`src/rtl/rx_ring_pkg.sv`:
```
`timescale 1ns/1ps
package rx_ring_pkg;

    typedef enum logic [1:0] {
        CH_STOP     = 2'b00,
        CH_STOP_EOF = 2'b01,
        CH_RUN      = 2'b10,
        CH_RSVD     = 2'b11
    } ch_mode_e;

    typedef enum logic [1:0] {
        IRQ_NONE = 2'b00,
        IRQ_HOST = 2'b01,
        IRQ_RES2 = 2'b10,
        IRQ_RES3 = 2'b11
    } irq_dst_e;

    localparam int STAT_IDLE_BIT = 24;

    // Mask of the index bits that belong to a ring of 2^e entries,
    // with e clamped to [emin, emax].
    function automatic logic [31:0] ring_mask(input int e, input int emin, input int emax);
        int ec;
        ec = e;
        if (ec < emin) ec = emin;
        if (ec > emax) ec = emax;
        for (int i = 0; i < 32; i++) ring_mask[i] = (i < ec);
    endfunction

    function automatic logic run_mode(input ch_mode_e m, input logic in_frame);
        return (m == CH_RUN) || ((m == CH_STOP_EOF) && in_frame);
    endfunction

endpackage

```
`src/rtl/rx_ring_ptr.sv`:
```
`timescale 1ns/1ps
module rx_ring_ptr
    import rx_ring_pkg::*;
#(
    parameter int IDX_W     = 12,
    parameter int EXP_MIN   = 5,
    parameter int WIDX_STEP = 8,
    localparam int EXP_W    = $clog2(IDX_W + 1),
    localparam int STEP_LSB = $clog2(WIDX_STEP)
) (
    input  logic             clk,
    input  logic             rst,
    input  logic [EXP_W-1:0] ring_exp,
    input  logic             widx_wr,
    input  logic [IDX_W-1:0] widx_in,
    input  logic             close_now,
    output logic             room,
    output logic [IDX_W-1:0] last_idx,
    output logic             widx_err
);
    logic [31:0]      mask_full;
    logic [IDX_W-1:0] mask;
    logic [IDX_W-1:0] widx_q;
    logic [IDX_W-1:0] fill_q;
    logic             misaligned;

    assign mask_full  = ring_mask(int'(ring_exp), EXP_MIN, IDX_W);
    assign mask       = mask_full[IDX_W-1:0];
    assign misaligned = |widx_in[STEP_LSB-1:0];
    assign room       = (fill_q & mask) != (widx_q & mask);

    always_ff @(posedge clk) begin
        if (rst) begin
            widx_q   <= '0;
            fill_q   <= '0;
            last_idx <= '0;
            widx_err <= 1'b0;
        end else begin
            widx_err <= widx_wr && misaligned;
            if (widx_wr && !misaligned) widx_q <= widx_in & mask;
            if (close_now) begin
                last_idx <= fill_q & mask;
                fill_q   <= (fill_q + 1'b1) & mask;
            end
        end
    end
endmodule

```
`src/rtl/rx_buf_fill.sv`:
```
`timescale 1ns/1ps
module rx_buf_fill
    import rx_ring_pkg::*;
#(
    parameter int CHUNKS_4K = 4,
    parameter int TMO_W     = 8,
    localparam int CNT_W    = $clog2(4 * CHUNKS_4K + 1)
) (
    input  logic             clk,
    input  logic             rst,
    input  logic             acc,
    input  logic             eof,
    input  logic             tick,
    input  logic             run,
    input  logic [1:0]       buf_code,
    input  logic [TMO_W-1:0] tmo,
    output logic             close_now,
    output logic             in_frame_q,
    output logic             in_frame_d
);
    logic [CNT_W-1:0] cap_tab [4];
    logic [CNT_W-1:0] cap;
    logic [CNT_W-1:0] chunks_q;
    logic [CNT_W-1:0] ch_inc;
    logic [TMO_W-1:0] tmr_q;
    logic [TMO_W:0]   tmr_inc;
    logic             tmo_arm;
    logic             full_hit;
    logic             tmo_hit;

    for (genvar g = 0; g < 4; g++) begin : g_cap
        assign cap_tab[g] = CNT_W'((g + 1) * CHUNKS_4K);
    end

    assign cap        = cap_tab[buf_code];
    assign ch_inc     = chunks_q + 1'b1;
    assign tmr_inc    = {1'b0, tmr_q} + 1'b1;
    assign tmo_arm    = run && tick && (chunks_q != '0) && (tmo != '0);
    assign full_hit   = acc && (ch_inc >= cap);
    assign tmo_hit    = !acc && tmo_arm && (tmr_inc == {1'b0, tmo});
    assign close_now  = full_hit || tmo_hit;
    assign in_frame_d = acc ? !eof : in_frame_q;

    always_ff @(posedge clk) begin
        if (rst) begin
            chunks_q   <= '0;
            tmr_q      <= '0;
            in_frame_q <= 1'b0;
        end else begin
            in_frame_q <= in_frame_d;
            if (close_now) begin
                chunks_q <= '0;
                tmr_q    <= '0;
            end else if (acc) begin
                chunks_q <= ch_inc;
                tmr_q    <= '0;
            end else if (tmo_arm) begin
                tmr_q <= tmr_inc[TMO_W-1:0];
            end
        end
    end
endmodule

```
`src/rtl/rx_chan_ctl.sv`:
```
`timescale 1ns/1ps
module rx_chan_ctl
    import rx_ring_pkg::*;
(
    input  logic     clk,
    input  logic     rst,
    input  ch_mode_e mode,
    input  logic     in_frame_q,
    input  logic     in_frame_d,
    output logic     run,
    output logic     idle_q
);
    assign run = run_mode(mode, in_frame_q);

    always_ff @(posedge clk) begin
        if (rst) idle_q <= 1'b1;
        else     idle_q <= !run_mode(mode, in_frame_d);
    end
endmodule

```
`src/rtl/rx_ring_ctrl.sv`:
```
`timescale 1ns/1ps
module rx_ring_ctrl
    import rx_ring_pkg::*;
#(
    parameter int IDX_W     = 12,
    parameter int EXP_MIN   = 5,
    parameter int WIDX_STEP = 8,
    parameter int CHUNKS_4K = 4,
    parameter int TMO_W     = 8,
    localparam int EXP_W    = $clog2(IDX_W + 1)
) (
    input  logic             clk,
    input  logic             rst,
    input  logic [1:0]       cfg_mode,
    input  logic [EXP_W-1:0] cfg_ring_exp,
    input  logic [1:0]       cfg_buf_code,
    input  logic [1:0]       cfg_irq_dst,
    input  logic [TMO_W-1:0] cfg_timeout,
    input  logic             host_widx_wr,
    input  logic [IDX_W-1:0] host_widx,
    input  logic             tick_32us,
    input  logic             frm_wr,
    input  logic             frm_eof,
    output logic             close_o,
    output logic             irq_o,
    output logic             widx_err_o,
    output logic [31:0]      stat_o
);
    ch_mode_e         mode;
    irq_dst_e         dst;
    logic             room;
    logic             run;
    logic             acc;
    logic             close_now;
    logic             in_frame_q;
    logic             in_frame_d;
    logic             idle_q;
    logic [IDX_W-1:0] last_idx;

    assign mode = ch_mode_e'(cfg_mode);
    assign dst  = irq_dst_e'(cfg_irq_dst);
    assign acc  = frm_wr && room && run;

    rx_ring_ptr #(
        .IDX_W(IDX_W), .EXP_MIN(EXP_MIN), .WIDX_STEP(WIDX_STEP)
    ) u_ptr (
        .clk(clk), .rst(rst), .ring_exp(cfg_ring_exp),
        .widx_wr(host_widx_wr), .widx_in(host_widx),
        .close_now(close_now), .room(room),
        .last_idx(last_idx), .widx_err(widx_err_o)
    );

    rx_buf_fill #(
        .CHUNKS_4K(CHUNKS_4K), .TMO_W(TMO_W)
    ) u_fill (
        .clk(clk), .rst(rst), .acc(acc), .eof(frm_eof),
        .tick(tick_32us), .run(run), .buf_code(cfg_buf_code),
        .tmo(cfg_timeout), .close_now(close_now),
        .in_frame_q(in_frame_q), .in_frame_d(in_frame_d)
    );

    rx_chan_ctl u_ctl (
        .clk(clk), .rst(rst), .mode(mode),
        .in_frame_q(in_frame_q), .in_frame_d(in_frame_d),
        .run(run), .idle_q(idle_q)
    );

    always_ff @(posedge clk) begin
        if (rst) begin
            close_o <= 1'b0;
            irq_o   <= 1'b0;
        end else begin
            close_o <= close_now;
            irq_o   <= close_now && (dst == IRQ_HOST);
        end
    end

    always_comb begin
        stat_o                = '0;
        stat_o[IDX_W-1:0]     = last_idx;
        stat_o[STAT_IDLE_BIT] = idle_q;
    end
endmodule

```
`config.mk`:
```
export PLATFORM = sky130hd
export DESIGN_NAME = rx_ring_ctrl
export DESIGN_NICKNAME = d
export VERILOG_FILES = /design/src/rtl/rx_ring_pkg.sv /design/src/rtl/rx_ring_ptr.sv /design/src/rtl/rx_buf_fill.sv /design/src/rtl/rx_chan_ctl.sv /design/src/rtl/rx_ring_ctrl.sv
export SDC_FILE = /design/constraint.sdc
export NUM_CORES = 1
export LEC_CHECK = 0
export BUFFER_PORTS_ARGS = -buffer_cell sky130_fd_sc_hd__buf_4
export CORE_UTILIZATION = 58
export CTS_CLUSTER_SIZE = 25
export DETAILED_ROUTE_END_ITERATION = 16
export PLACE_DENSITY = 0.85
export SLEW_MARGIN = 20
export SYNTH_ARGS = -nofsm -noshare
export SYNTH_HDL_FRONTEND = slang
export SYNTH_SLANG_ARGS = --single-unit
```
`constraint.sdc`:
```
create_clock -name clk -period 4.6 [get_ports clk]
set_input_delay 0.46 -clock clk [delete_from_list [all_inputs] [get_ports clk]]
set_output_delay 0.46 -clock clk [all_outputs]
set_load 0.005 [all_outputs]
```
==> results.cfg <==
[run_status]
outcome = complete, no violations

[critical_path]
path_cells = buf_4 > inv_1 > ha_1 > or2_2 > ha_1 > a21bo_2 > a21o_1 > a2111oi_0 > o21a_1 > nor2_1 > nor3_1
cp_num_buf_inv = 2
worstPathRequired_ns = 4.81
worstSetupEndpointType = flop
cp.arrival_ns = 3.36
cpMostUsedCell = ha_1
cp_slowest_cell = o21a_1
critPathMaxStageDelay_ns = 0.66
start_kind = input pin
crit_type = in2reg
crit_fanout = 23
path_delay_family = compound AO/OA/AOI/OAI gates

[sta]
fin_crit_ns = 3.144
rsz0062_at_grt = no
tns_ns = 0
hold_viol = 0
worstMarginPinSlew_ns = 0.7189
drv_slew = 0
setup_viol = 0
clock_skew_ns = 0.01492
max_freq_ghz = 0.3181
period_share = 0.6835
slew_headroom = 0.5189

[logic_synthesis]
ys_seq_area_frac = 0.3497
synth_area_um2 = 3092
synth_cells = 380
ys_async_sr_fraction = 0
synth_edf_count = 0
synth_ff_type = dfxtp_1
yosys_warnings = 0
syn-mean-instance-area_um2 = 8.136
ys_ff_latch = 54
synthDistinctLibCells = 52

[clock_tree]
clock_latency_ns = 0.30
root_buffer = clkbuf_8
htree_levels = 2
clkSlewWorstSetupHoldPaths_ns = 0.09
cts_tree = yes
hold_buffers = 0
clock-sinks = 54
cts_setup_buffers = 0
post_cts_resized = 0
cts_made_buffers = 5
clock_path_buffers = 2

[job]
timing.max_cap.violations = 0

[route]
drc_errors = 0
drt_iter0_markers = 199
ant_nets = 0
firstDrtPassIters = 4
num_vias = 2731
drt-total-wl_mm = 6.762
wire_per_inst_um = 13.86
routed_via_density = 5.596

[floorplanning]
top_level_ports = 71
coreArea_um2 = 5107
initial_core_util = 0.6053
dieArea_um2 = 5627
fp-row-count = 26
die_x_um = 75.01
dieHeight_um = 75.01

[worst_hold_path]
hp-class = in2reg

[finish]
area_growth_syn_to_layout_pct = 13.31
num_antenna_cells = 0
layout-drive-gt1-share = 0.1722
final_cell_mix = 54 x dfxtp_1, 52 x buf_4, 32 x a21oi_1
layout_commonest_cell = dfxtp_1
n_fill_cell = 460
layout.nets = 464

[grt]
grt_pass1_wl_mm = 11.03
grt_pass1_vias = 2552
track_usage = 0.2548
grt_start_max_net_pins = 51
overflow = 0
antenna_found_initial = 0

[power]
total_power_mw = 0.8274
leakage_nw = 1.334
vdd_drop_max_mv = 0.1987
power_density_nw_per_um2 = 236.2

[placement]
place_hpwl_mm = 4.770
port_buffers = 51
gp_congestion = 0.8856
[state kept, by name, indices dropped and copies added, names as in the netlist]
name and count:
u_fill.chunks_q 5, close_o 1, u_ctl.idle_q 1, u_fill.tmr_q 8
u_ptr.fill_q 12, irq_o 1, u_ptr.last_idx 12, u_fill.in_frame_q 1
u_ptr.widx_q 12, u_ptr.widx_err 1
[cell type report]
cell class | instances | area (µm²) | area share
multi-input cells | 289 | 1793 | 0.5118
flip-flops and latches | 54 | 1081 | 0.3086
repair buffers | 52 | 390.4 | 0.1114
well taps | 70 | 87.58 | 0.02500
clock buffers | 6 | 82.58 | 0.02357
inverters | 15 | 56.30 | 0.01607
clock inverters | 2 | 12.51 | 0.003571
[cells by family after synthesis]
kind of cell	Yosys count	synth area share
compound gates	90	0.1793
xor+xnor	35	0.09915
fa+ha+maj	11	0.04452
buf+inv	55	0.09470
flops	54	0.3497
mux	2	0.006475
other cells	1	0.001213
simple gates	132	0.2250
[power by group]
part / switching [mW] / internal [mW]
clock network: 0.151 / 0.121
registers: 0.00165 / 0.470
logic: 0.0462 / 0.0376
[path summary, 6_finish.rpt]
check / startpoint / to / slack (ns) / cells after the start
min reg2reg: u_ptr.widx_q[7] / u_ptr.widx_q[7] / 0.47 / 2
max reg2reg: u_fill.chunks_q[1] / u_fill.chunks_q[2] / 1.49 / 9
max: cfg_buf_code[0] / u_fill.chunks_q[2] / 1.46 / 11
min: cfg_irq_dst[1] / irq_o / 0.31 / 2
[stage by stage]
step | std cells | setup slack, ns | cell area (µm²) | util | hold slack, ns
floorplan | 398 | 1.725 | 3159 | - | 0.4434
global placement | 480 | 1.278 | 3401 | 0.6659 | 0.4535
detailed placement | 480 | 1.162 | 3401 | 0.6659 | 0.4583
CTS | 488 | 1.434 | 3496 | 0.6845 | 0.3034
global route | 488 | 1.111 | 3503 | 0.6859 | 0.3052
finish | 488 | 1.456 | 3503 | 0.6859 | 0.3072
[synth_stat cells (3+ instances only)]
| cell | n | share of area |
|---|---|---|
| nand2_1 | 21 | 0.025 |
| and3_1 | 7 | 0.014 |
| o21ai_0 | 25 | 0.040 |
| inv_1 | 15 | 0.018 |
| dfxtp_1 | 54 | 0.35 |
| xor2_1 | 8 | 0.023 |
| buf_2 | 3 | 0.0049 |
| a21oi_1 | 32 | 0.052 |
| o211ai_1 | 3 | 0.0073 |
| nor2_1 | 26 | 0.032 |
| nand3_1 | 22 | 0.036 |
| nor3_1 | 18 | 0.029 |
| o31ai_1 | 6 | 0.015 |
| or2_2 | 4 | 0.0081 |
| nand4_1 | 9 | 0.018 |
| a22oi_1 | 4 | 0.0097 |
| ha_1 | 11 | 0.045 |
| or4_1 | 5 | 0.012 |
| clkbuf_1 | 15 | 0.018 |
| buf_4 | 22 | 0.053 |
| nor3b_1 | 5 | 0.012 |
| xnor2_1 | 27 | 0.076 |
[metal layers]
metal,GRT usage,part of all wire,vias up
met5,0,0,-
met4,0.08386,0.021,0
met3,0.04016,0.043,12
met2,0.4525,0.50,75
met1,0.3150,0.44,1272
li1,-,-,1372
[worst register-to-register path, delay by kind of cell (launching register included)]
family | cells | cell delay, ns
fa+ha+maj | 2 | 0.48
compound gates | 4 | 1.55
xor+xnor | 1 | 0.14
flops | 1 | 0.40
simple gates | 2 | 0.46
Power figures use the tool's default switching activity.
